### config.mk
export PLATFORM = sky130hd
export DESIGN_NAME = avs_loop_ctrl
export DESIGN_NICKNAME = d
export VERILOG_FILES = /design/src/rtl/avs_pkg.sv /design/src/rtl/avs_target_regs.sv /design/src/rtl/avs_delay_cmp.sv /design/src/rtl/avs_step_clamp.sv /design/src/rtl/avs_timer.sv /design/src/rtl/avs_loop_ctrl.sv
export SDC_FILE = /design/constraint.sdc
export NUM_CORES = 1
export LEC_CHECK = 0
export ABC_AREA = 1
export BUFFER_PORTS_ARGS = -buffer_cell sky130_fd_sc_hd__buf_2
export CAP_MARGIN = 25
export CORE_MARGIN = 2
export CORE_UTILIZATION = 30
export DETAILED_ROUTE_END_ITERATION = 10
export GPL_TIMING_DRIVEN = 0
export PLACE_DENSITY = 0.5
export SYNTH_ARGS = -nofsm -noshare
export SYNTH_HDL_FRONTEND = slang
export SYNTH_SLANG_ARGS = --single-unit
### constraint.sdc
create_clock -name clk -period 11.3 [get_ports clk]
set_clock_uncertainty 0.15 [all_clocks]
set_input_delay 1.695 -clock clk [delete_from_list [all_inputs] [get_ports clk]]
set_output_delay 1.695 -clock clk [all_outputs]
set_load 0.03 [all_outputs]
### src/rtl/avs_pkg.sv
package avs_pkg;

   typedef enum logic [2:0] {
      ST_IDLE    = 3'd0,
      ST_INIT    = 3'd1,
      ST_MEASURE = 3'd2,
      ST_ADJUST  = 3'd3,
      ST_SETTLE  = 3'd4,
      ST_LOCKED  = 3'd5
   } avs_state_e;

   typedef enum logic [1:0] {
      CMP_HOLD  = 2'd0,
      CMP_LOWER = 2'd1,
      CMP_RAISE = 2'd2
   } cmp_dir_e;

endpackage

### src/rtl/avs_target_regs.sv
module avs_target_regs #(
   parameter int DW    = 10,
   parameter int VW    = 8,
   parameter int GUARD = 8
) (
   input  logic          clk,
   input  logic          rst_n,
   input  logic          ld_period,
   input  logic [DW-1:0] period_in,
   input  logic          ld_vstart,
   input  logic [VW-1:0] vstart_in,
   output logic [DW-1:0] req_delay,
   output logic [VW-1:0] vstart_q,
   output logic          cfg_ready
);
   localparam logic [DW-1:0] GUARD_C = DW'(GUARD);

   logic [DW-1:0] period_q;
   logic          have_period, have_vstart;

   always_ff @(posedge clk or negedge rst_n) begin
      if (!rst_n) begin
         period_q    <= '0;
         vstart_q    <= '0;
         have_period <= 1'b0;
         have_vstart <= 1'b0;
      end else begin
         if (ld_period) begin
            period_q    <= period_in;
            have_period <= 1'b1;
         end
         if (ld_vstart) begin
            vstart_q    <= vstart_in;
            have_vstart <= 1'b1;
         end
      end
   end

   assign cfg_ready = have_period && have_vstart;

   generate
      if (GUARD == 0) begin : g_no_guard
         assign req_delay = period_q;
      end else begin : g_guard
         assign req_delay = (period_q > GUARD_C) ? (period_q - GUARD_C) : '0;
      end
   endgenerate

   a_r2_ready_sticky: assert property (@(posedge clk) disable iff (!rst_n)
      cfg_ready |=> cfg_ready);

endmodule

### src/rtl/avs_delay_cmp.sv
module avs_delay_cmp import avs_pkg::*; #(
   parameter int DW = 10
) (
   input  logic [DW-1:0] req_delay,
   input  logic [DW-1:0] meas_delay,
   input  logic [DW-1:0] margin,
   output cmp_dir_e      dir
);
   logic          too_slow;
   logic [DW-1:0] slack;

   assign too_slow = meas_delay > req_delay;
   assign slack    = req_delay - meas_delay;

   always_comb begin
      if (too_slow)            dir = CMP_RAISE;
      else if (slack > margin) dir = CMP_LOWER;
      else                     dir = CMP_HOLD;
   end

   always_comb begin
      a_r4_window_hold: assert ((dir != CMP_HOLD) ||
         ((meas_delay <= req_delay) && ((req_delay - meas_delay) <= margin)));
   end

endmodule

### src/rtl/avs_step_clamp.sv
module avs_step_clamp import avs_pkg::*; #(
   parameter int VW = 8
) (
   input  logic [VW-1:0] code,
   input  logic [VW-1:0] step,
   input  logic [VW-1:0] vmin,
   input  logic [VW-1:0] vmax,
   input  cmp_dir_e      dir,
   output logic [VW-1:0] next_code,
   output logic          moved
);
   logic [VW:0]   up_sum, low_sum;
   logic [VW-1:0] up_code, down_code;

   assign up_sum    = {1'b0, code} + {1'b0, step};
   assign low_sum   = {1'b0, vmin} + {1'b0, step};
   assign up_code   = (up_sum > {1'b0, vmax}) ? vmax : up_sum[VW-1:0];
   assign down_code = ({1'b0, code} < low_sum) ? vmin : (code - step);

   always_comb begin
      case (dir)
         CMP_RAISE: next_code = up_code;
         CMP_LOWER: next_code = down_code;
         default:   next_code = code;
      endcase
   end

   assign moved = next_code != code;

endmodule

### src/rtl/avs_timer.sv
module avs_timer #(
   parameter int CW = 8
) (
   input  logic          clk,
   input  logic          rst_n,
   input  logic          load,
   input  logic [CW-1:0] load_val,
   output logic          zero
);
   logic [CW-1:0] cnt_q;

   always_ff @(posedge clk or negedge rst_n) begin
      if (!rst_n)            cnt_q <= '0;
      else if (load)         cnt_q <= load_val;
      else if (cnt_q != '0)  cnt_q <= cnt_q - 1'b1;
   end

   assign zero = cnt_q == '0;

   a_r7_timer_counts_down: assert property (@(posedge clk) disable iff (!rst_n)
      (!load && !zero) |=> (cnt_q == $past(cnt_q) - 1'b1));

endmodule

### src/rtl/avs_loop_ctrl.sv
module avs_loop_ctrl import avs_pkg::*; #(
   parameter int VW    = 8,
   parameter int DW    = 10,
   parameter int CW    = 8,
   parameter int GUARD = 8
) (
   input  logic          clk,
   input  logic          rst_n,
   input  logic          sw_enable,
   input  logic          sw_start,
   input  logic          ld_period,
   input  logic [DW-1:0] period_code,
   input  logic          ld_vstart,
   input  logic [VW-1:0] vstart_code,
   input  logic [VW-1:0] vmin_code,
   input  logic [VW-1:0] vmax_code,
   input  logic [VW-1:0] step_code,
   input  logic [DW-1:0] margin_code,
   input  logic [CW-1:0] settle_cycles,
   input  logic [CW-1:0] relock_cycles,
   input  logic [DW-1:0] meas_delay,
   input  logic          vreg_ack,
   output logic [VW-1:0] vreg_code,
   output logic          vreg_req,
   output logic          loop_active,
   output logic          loop_locked,
   output logic          at_floor,
   output logic          at_ceiling
);
   generate
      if (VW < 4 || DW < 4 || CW < 2 || GUARD < 0) begin : g_bad_cfg
         $error("avs_loop_ctrl: unsupported parameter set");
      end
   endgenerate

   logic [DW-1:0] req_delay;
   logic [VW-1:0] vstart_q, start_code, step_next, code_q, code_d;
   logic          cfg_ready, step_moved, tmr_load, tmr_zero;
   logic [CW-1:0] tmr_val;
   cmp_dir_e      dir;
   avs_state_e    st_q, st_d;

   avs_target_regs #(.DW(DW), .VW(VW), .GUARD(GUARD)) u_tgt (
      .clk(clk), .rst_n(rst_n),
      .ld_period(ld_period), .period_in(period_code),
      .ld_vstart(ld_vstart), .vstart_in(vstart_code),
      .req_delay(req_delay), .vstart_q(vstart_q), .cfg_ready(cfg_ready));

   avs_delay_cmp #(.DW(DW)) u_cmp (
      .req_delay(req_delay), .meas_delay(meas_delay),
      .margin(margin_code), .dir(dir));

   avs_step_clamp #(.VW(VW)) u_step (
      .code(code_q), .step(step_code), .vmin(vmin_code), .vmax(vmax_code),
      .dir(dir), .next_code(step_next), .moved(step_moved));

   avs_timer #(.CW(CW)) u_tmr (
      .clk(clk), .rst_n(rst_n), .load(tmr_load), .load_val(tmr_val),
      .zero(tmr_zero));

   assign start_code = (vstart_q < vmin_code) ? vmin_code :
                       (vstart_q > vmax_code) ? vmax_code : vstart_q;

   always_comb begin
      st_d     = st_q;
      code_d   = code_q;
      tmr_load = 1'b0;
      tmr_val  = settle_cycles;
      case (st_q)
         ST_IDLE: begin
            if (sw_enable && sw_start && cfg_ready) begin
               st_d   = ST_INIT;
               code_d = start_code;
            end
         end
         ST_INIT, ST_ADJUST: begin
            if (vreg_ack) begin
               st_d     = ST_SETTLE;
               tmr_load = 1'b1;
            end
         end
         ST_SETTLE: begin
            if (tmr_zero) st_d = ST_MEASURE;
         end
         ST_MEASURE: begin
            if (dir == CMP_HOLD) begin
               st_d     = ST_LOCKED;
               tmr_load = 1'b1;
               tmr_val  = relock_cycles;
            end else if (step_moved) begin
               st_d   = ST_ADJUST;
               code_d = step_next;
            end else begin
               st_d     = ST_SETTLE;
               tmr_load = 1'b1;
            end
         end
         ST_LOCKED: begin
            if (dir == CMP_RAISE && step_moved) begin
               st_d   = ST_ADJUST;
               code_d = step_next;
            end else if (tmr_zero) begin
               st_d = ST_MEASURE;
            end
         end
         default: st_d = ST_IDLE;
      endcase
      if (!sw_enable) st_d = ST_IDLE;
   end

   always_ff @(posedge clk or negedge rst_n) begin
      if (!rst_n) begin
         st_q   <= ST_IDLE;
         code_q <= '0;
      end else begin
         st_q   <= st_d;
         code_q <= code_d;
      end
   end

   assign vreg_code   = code_q;
   assign vreg_req    = (st_q == ST_INIT) || (st_q == ST_ADJUST);
   assign loop_active = st_q != ST_IDLE;
   assign loop_locked = st_q == ST_LOCKED;
   assign at_floor    = loop_active && (code_q == vmin_code);
   assign at_ceiling  = loop_active && (code_q == vmax_code);

   a_r2_needs_config: assert property (@(posedge clk) disable iff (!rst_n)
      !cfg_ready |-> !loop_active);

   a_r3_start_drives: assert property (@(posedge clk) disable iff (!rst_n)
      $rose(loop_active) |-> (vreg_req && vreg_code >= vmin_code && vreg_code <= vmax_code));

   a_r4_lock_in_window: assert property (@(posedge clk) disable iff (!rst_n)
      $rose(loop_locked) |-> $past((meas_delay <= req_delay) &&
                                   ((req_delay - meas_delay) <= margin_code)));

   a_r5_step_bounded: assert property (@(posedge clk) disable iff (!rst_n)
      (loop_active && $past(loop_active)) |->
         ((vreg_code >= $past(vreg_code)) ? ((vreg_code - $past(vreg_code)) <= step_code)
                                          : (($past(vreg_code) - vreg_code) <= step_code)));

   a_r5_within_limits: assert property (@(posedge clk) disable iff (!rst_n)
      loop_active |-> (vreg_code >= vmin_code && vreg_code <= vmax_code));

   a_r7_req_held: assert property (@(posedge clk) disable iff (!rst_n)
      (vreg_req && !vreg_ack && sw_enable) |=> (vreg_req && $stable(vreg_code)));

   a_r8_slow_unlocks: assert property (@(posedge clk) disable iff (!rst_n)
      (loop_locked && sw_enable && meas_delay > req_delay && vreg_code != vmax_code)
         |=> (!loop_locked && vreg_req));

   a_r10_disable_idles: assert property (@(posedge clk) disable iff (!rst_n)
      !sw_enable |=> (!loop_active && !vreg_req));

endmodule

==> impl_metrics.env <==
export IMPL_via_per_inst=4.80
export IMPL_cts_setup_buffers=0
export IMPL_num_vias=5537
export IMPL_cts_reportedPaths_clkPinSlew_ns=0.05
export IMPL_first_global_vias=5259
export IMPL_synth_top_flop_cell="dfrtp_1"
export IMPL_start_kind="input port"
export IMPL_grt_usage=0.170
export IMPL_design_area_mm2=0.00633
export IMPL_ios=98
export IMPL_hp_class="flop to flop"
export IMPL_crit_top_cell="nand2_1"
export IMPL_start_util=0.305
export IMPL_worstMarginPinSlew_ns=0.907
export IMPL_switching_share=0.550
export IMPL_dr_pass1_iters=5
export IMPL_grt_max_degree=40
export IMPL_design_core_area_mm2=0.0178
export IMPL_hold_ws_ns=0.323
export IMPL_setup_tns_ns=0
export IMPL_synth_top_cell_by_area="dfrtp_1"
export IMPL_grt_first_pass_wirelength_mm=26.8
export IMPL_wirelength_mm=16.3
export IMPL_syn_inst=823
export IMPL_p_sw_uw=737
export IMPL_cellPowerDensity_mw_per_mm2=212
export IMPL_synth_area_top_cells="dfrtp_1 (18%), ha_1 (18%), nand2_1 (16%)"
export IMPL_fmax_mhz=170
export IMPL_synthArstFlopShare=1.00
export IMPL_path_cells="buf_2 > inv_1 > ha_1 > a21oi_1 > nor2_1 > nor2_1 > o21ai_0 > nand3_1 > nand2_1 > nand2_1 > nand2_1 > a21oi_1 > xnor2_1 > ha_1 > nand2_1 > nor2_1 > nand3_1 > o21ai_1 > nand2_1 > nor2_1 > clkinv_1 > o211ai_1 > o21ai_0"
export IMPL_leakagePower_uw=0.00346
export IMPL_tritoncts="done"
export IMPL_grt_setup_unrepaired="no"
export IMPL_cts_hold_buffers=0
export IMPL_nFillCells=1986
export IMPL_clock_sinks=39
export IMPL_syn_to_final_growth_pct=16.5
export IMPL_wire_per_inst_um=14.1
export IMPL_multiInputGateArea_mm2=0.00394
export IMPL_crit_fanout=9
export IMPL_dp_final_hpwl_mm=13.6
export IMPL_power_share_clock=0.098
export IMPL_seq_area_frac_synth=0.180
export IMPL_final_hold_violation_count=0
export IMPL_ys_ff_latch=39
export IMPL_post_cts_resized=0
export IMPL_overflow=0
export IMPL_die_area_mm2=0.0192
export IMPL_ys_warn_count=0
export IMPL_ff_latch_area_um2=976
export IMPL_cts_htree_levels=2
export IMPL_period_minus_slack_ns=5.87
export IMPL_place_inst=1148
export IMPL_drtIter0Drc=277
export IMPL_comb_power_share=0.715
export IMPL_synth_cell_types=49
export IMPL_worstPathArrival_ns=5.88
export IMPL_drive_above_1_share=0.159
export IMPL_dpl_cell_area_mm2=0.00620
export IMPL_clockBufferDepth=2
export IMPL_die_x_um=139
export IMPL_slowest_delay_ns=0.62
export IMPL_clockRootBuffer="clkbuf_16"
export IMPL_synth_edf_count=0
export IMPL_finalWeightedCongestion=0.883
export IMPL_yosys_top_cells_count="nand2_1 (227), inv_1 (116), ha_1 (77)"
export IMPL_ir_worst_vdd_uv=106
export IMPL_drv_cap=0
export IMPL_synth_nets=989
export IMPL_antenna_found_initial=0
export IMPL_endpoint_kind="flop"
export IMPL_layout_cells_non_filler=1154
export IMPL_yosysMostFrequentCell="nand2_1"
export IMPL_min_period_over_period=0.520
export IMPL_postRouteAntennaNets=0
export IMPL_die_h_um=139
export IMPL_drcViolationCount=0
export IMPL_crit_slowest_cell="nor2_1"
export IMPL_num_rows=49
export IMPL_p_int_uw=604
export IMPL_syn_avg_cell_area_um2=6.60
export IMPL_cp_required_ns=11.31
export IMPL_clk_latency_ns=0.28
export IMPL_maxSlewViolCount=0
export IMPL_cts_buffers=5
export IMPL_layout_nets=1092
export IMPL_crit_type="input port to flop"
export IMPL_slew_headroom=0.396
export IMPL_run_status="complete, no violations"
export IMPL_syn_area_mm2=0.00543
export IMPL_power_share_sequential=0.187
export IMPL_setup_viol=0
export IMPL_port_buffers=96
export IMPL_n_antenna_cell=0
export IMPL_yosysTopAreaCellShare=0.180
## power groups by stage
stage	Clock, uW	Combinational [uW]	Sequential (uW)
floorplan	0	705	251
global placement	0	956	254
detailed placement	0	957	253
CTS	135	962	251
global route	141	1100	258
finish	131	960	251
## cell type report
class	count	area share
Buffer	9	0.00850
Timing Repair Buffer	96	0.0759
Sequential cell	39	0.154
Inverter	124	0.0739
Clock buffer	6	0.0204
Multi-Input combinational cell	651	0.622
Tap cell	229	0.0453
## sequential cells by signal (all words and copies together), names as in the netlist
register           count
u_tgt.have_vstart      1
vreg_code              8
u_tgt.period_q        10
u_tgt.have_period      1
st_q                   3
u_tgt.vstart_q         8
u_tmr.cnt_q            8
## final timing paths
check,startpoint,endpoint,slack (ns),depth (start not counted)
min in group asynchronous,rst_n,u_tgt.period_q[1],1.38,1
worst max-delay path,meas_delay[1],u_tmr.cnt_q[0],5.43,23
worst min register to register,u_tgt.have_period,u_tgt.have_period,0.32,1
worst max register to register,u_tgt.period_q[2],u_tmr.cnt_q[0],5.79,27
worst min-delay path,u_tgt.have_period,u_tgt.have_period,0.32,1
max in group asynchronous,rst_n,vreg_code[7],9.04,1
## metrics by stage
stage / total power, uW / setup WS (ns) / util
2_1_floorplan: 955 / 5.88 / -
3_3_place_gp: 1210 / 5.06 / 0.348
3_5_place_dp: 1210 / 5.01 / 0.348
4_1_cts: 1350 / 5.32 / 0.355
5_1_grt: 1500 / 4.88 / 0.355
6_report: 1340 / 5.43 / 0.355
## placed cells by master, fill, tap and decap left out, types with 3 or more instances in the layout
cell and n:
nor4_1 4, o21ai_0 41, buf_2 98, a21oi_1 45, nand3_2 9, nor2_1 43, o22ai_1 9, o211ai_1 7
o21ai_1 4, xor2_1 23, clkbuf_1 6, nand2_2 6, inv_2 5, nand4_1 10, nand3_1 74, fa_1 4
or2_2 7, a221oi_1 4, nor3_1 10, clkbuf_16 5, a31oi_1 3, inv_1 116, nand2_1 227, xnor2_1 10
nand2_4 3, dfrtp_1 39, nor2_2 4, a21boi_0 4, ha_1 77
## critical path: cells and delay by family
family,cells,cell delay (ns)
buffers and inverters,3,0.60
AO/OA/AOI/OAI,6,1.11
XOR/XNOR,1,0.10
adder cells (fa/ha/maj),2,0.57
AND/OR/NAND/NOR,11,1.81
## logic make-up after synthesis
logic type      share of synthesized area
mux                               0.00415
buf+inv                            0.0960
xor+xnor                           0.0532
compound gates                      0.145
fa+ha+maj                           0.192
flops                               0.180
simple gates                        0.330
## per-layer routing
metal,vias to the layer above,global-route usage,share of wire
li1,2939,-,-
met4,0,0.0365,0.010
met1,2455,0.239,0.49
met2,131,0.281,0.46
met5,-,0,0
met3,12,0.0207,0.039
Note: power is estimated with default switching activity, not from simulation.
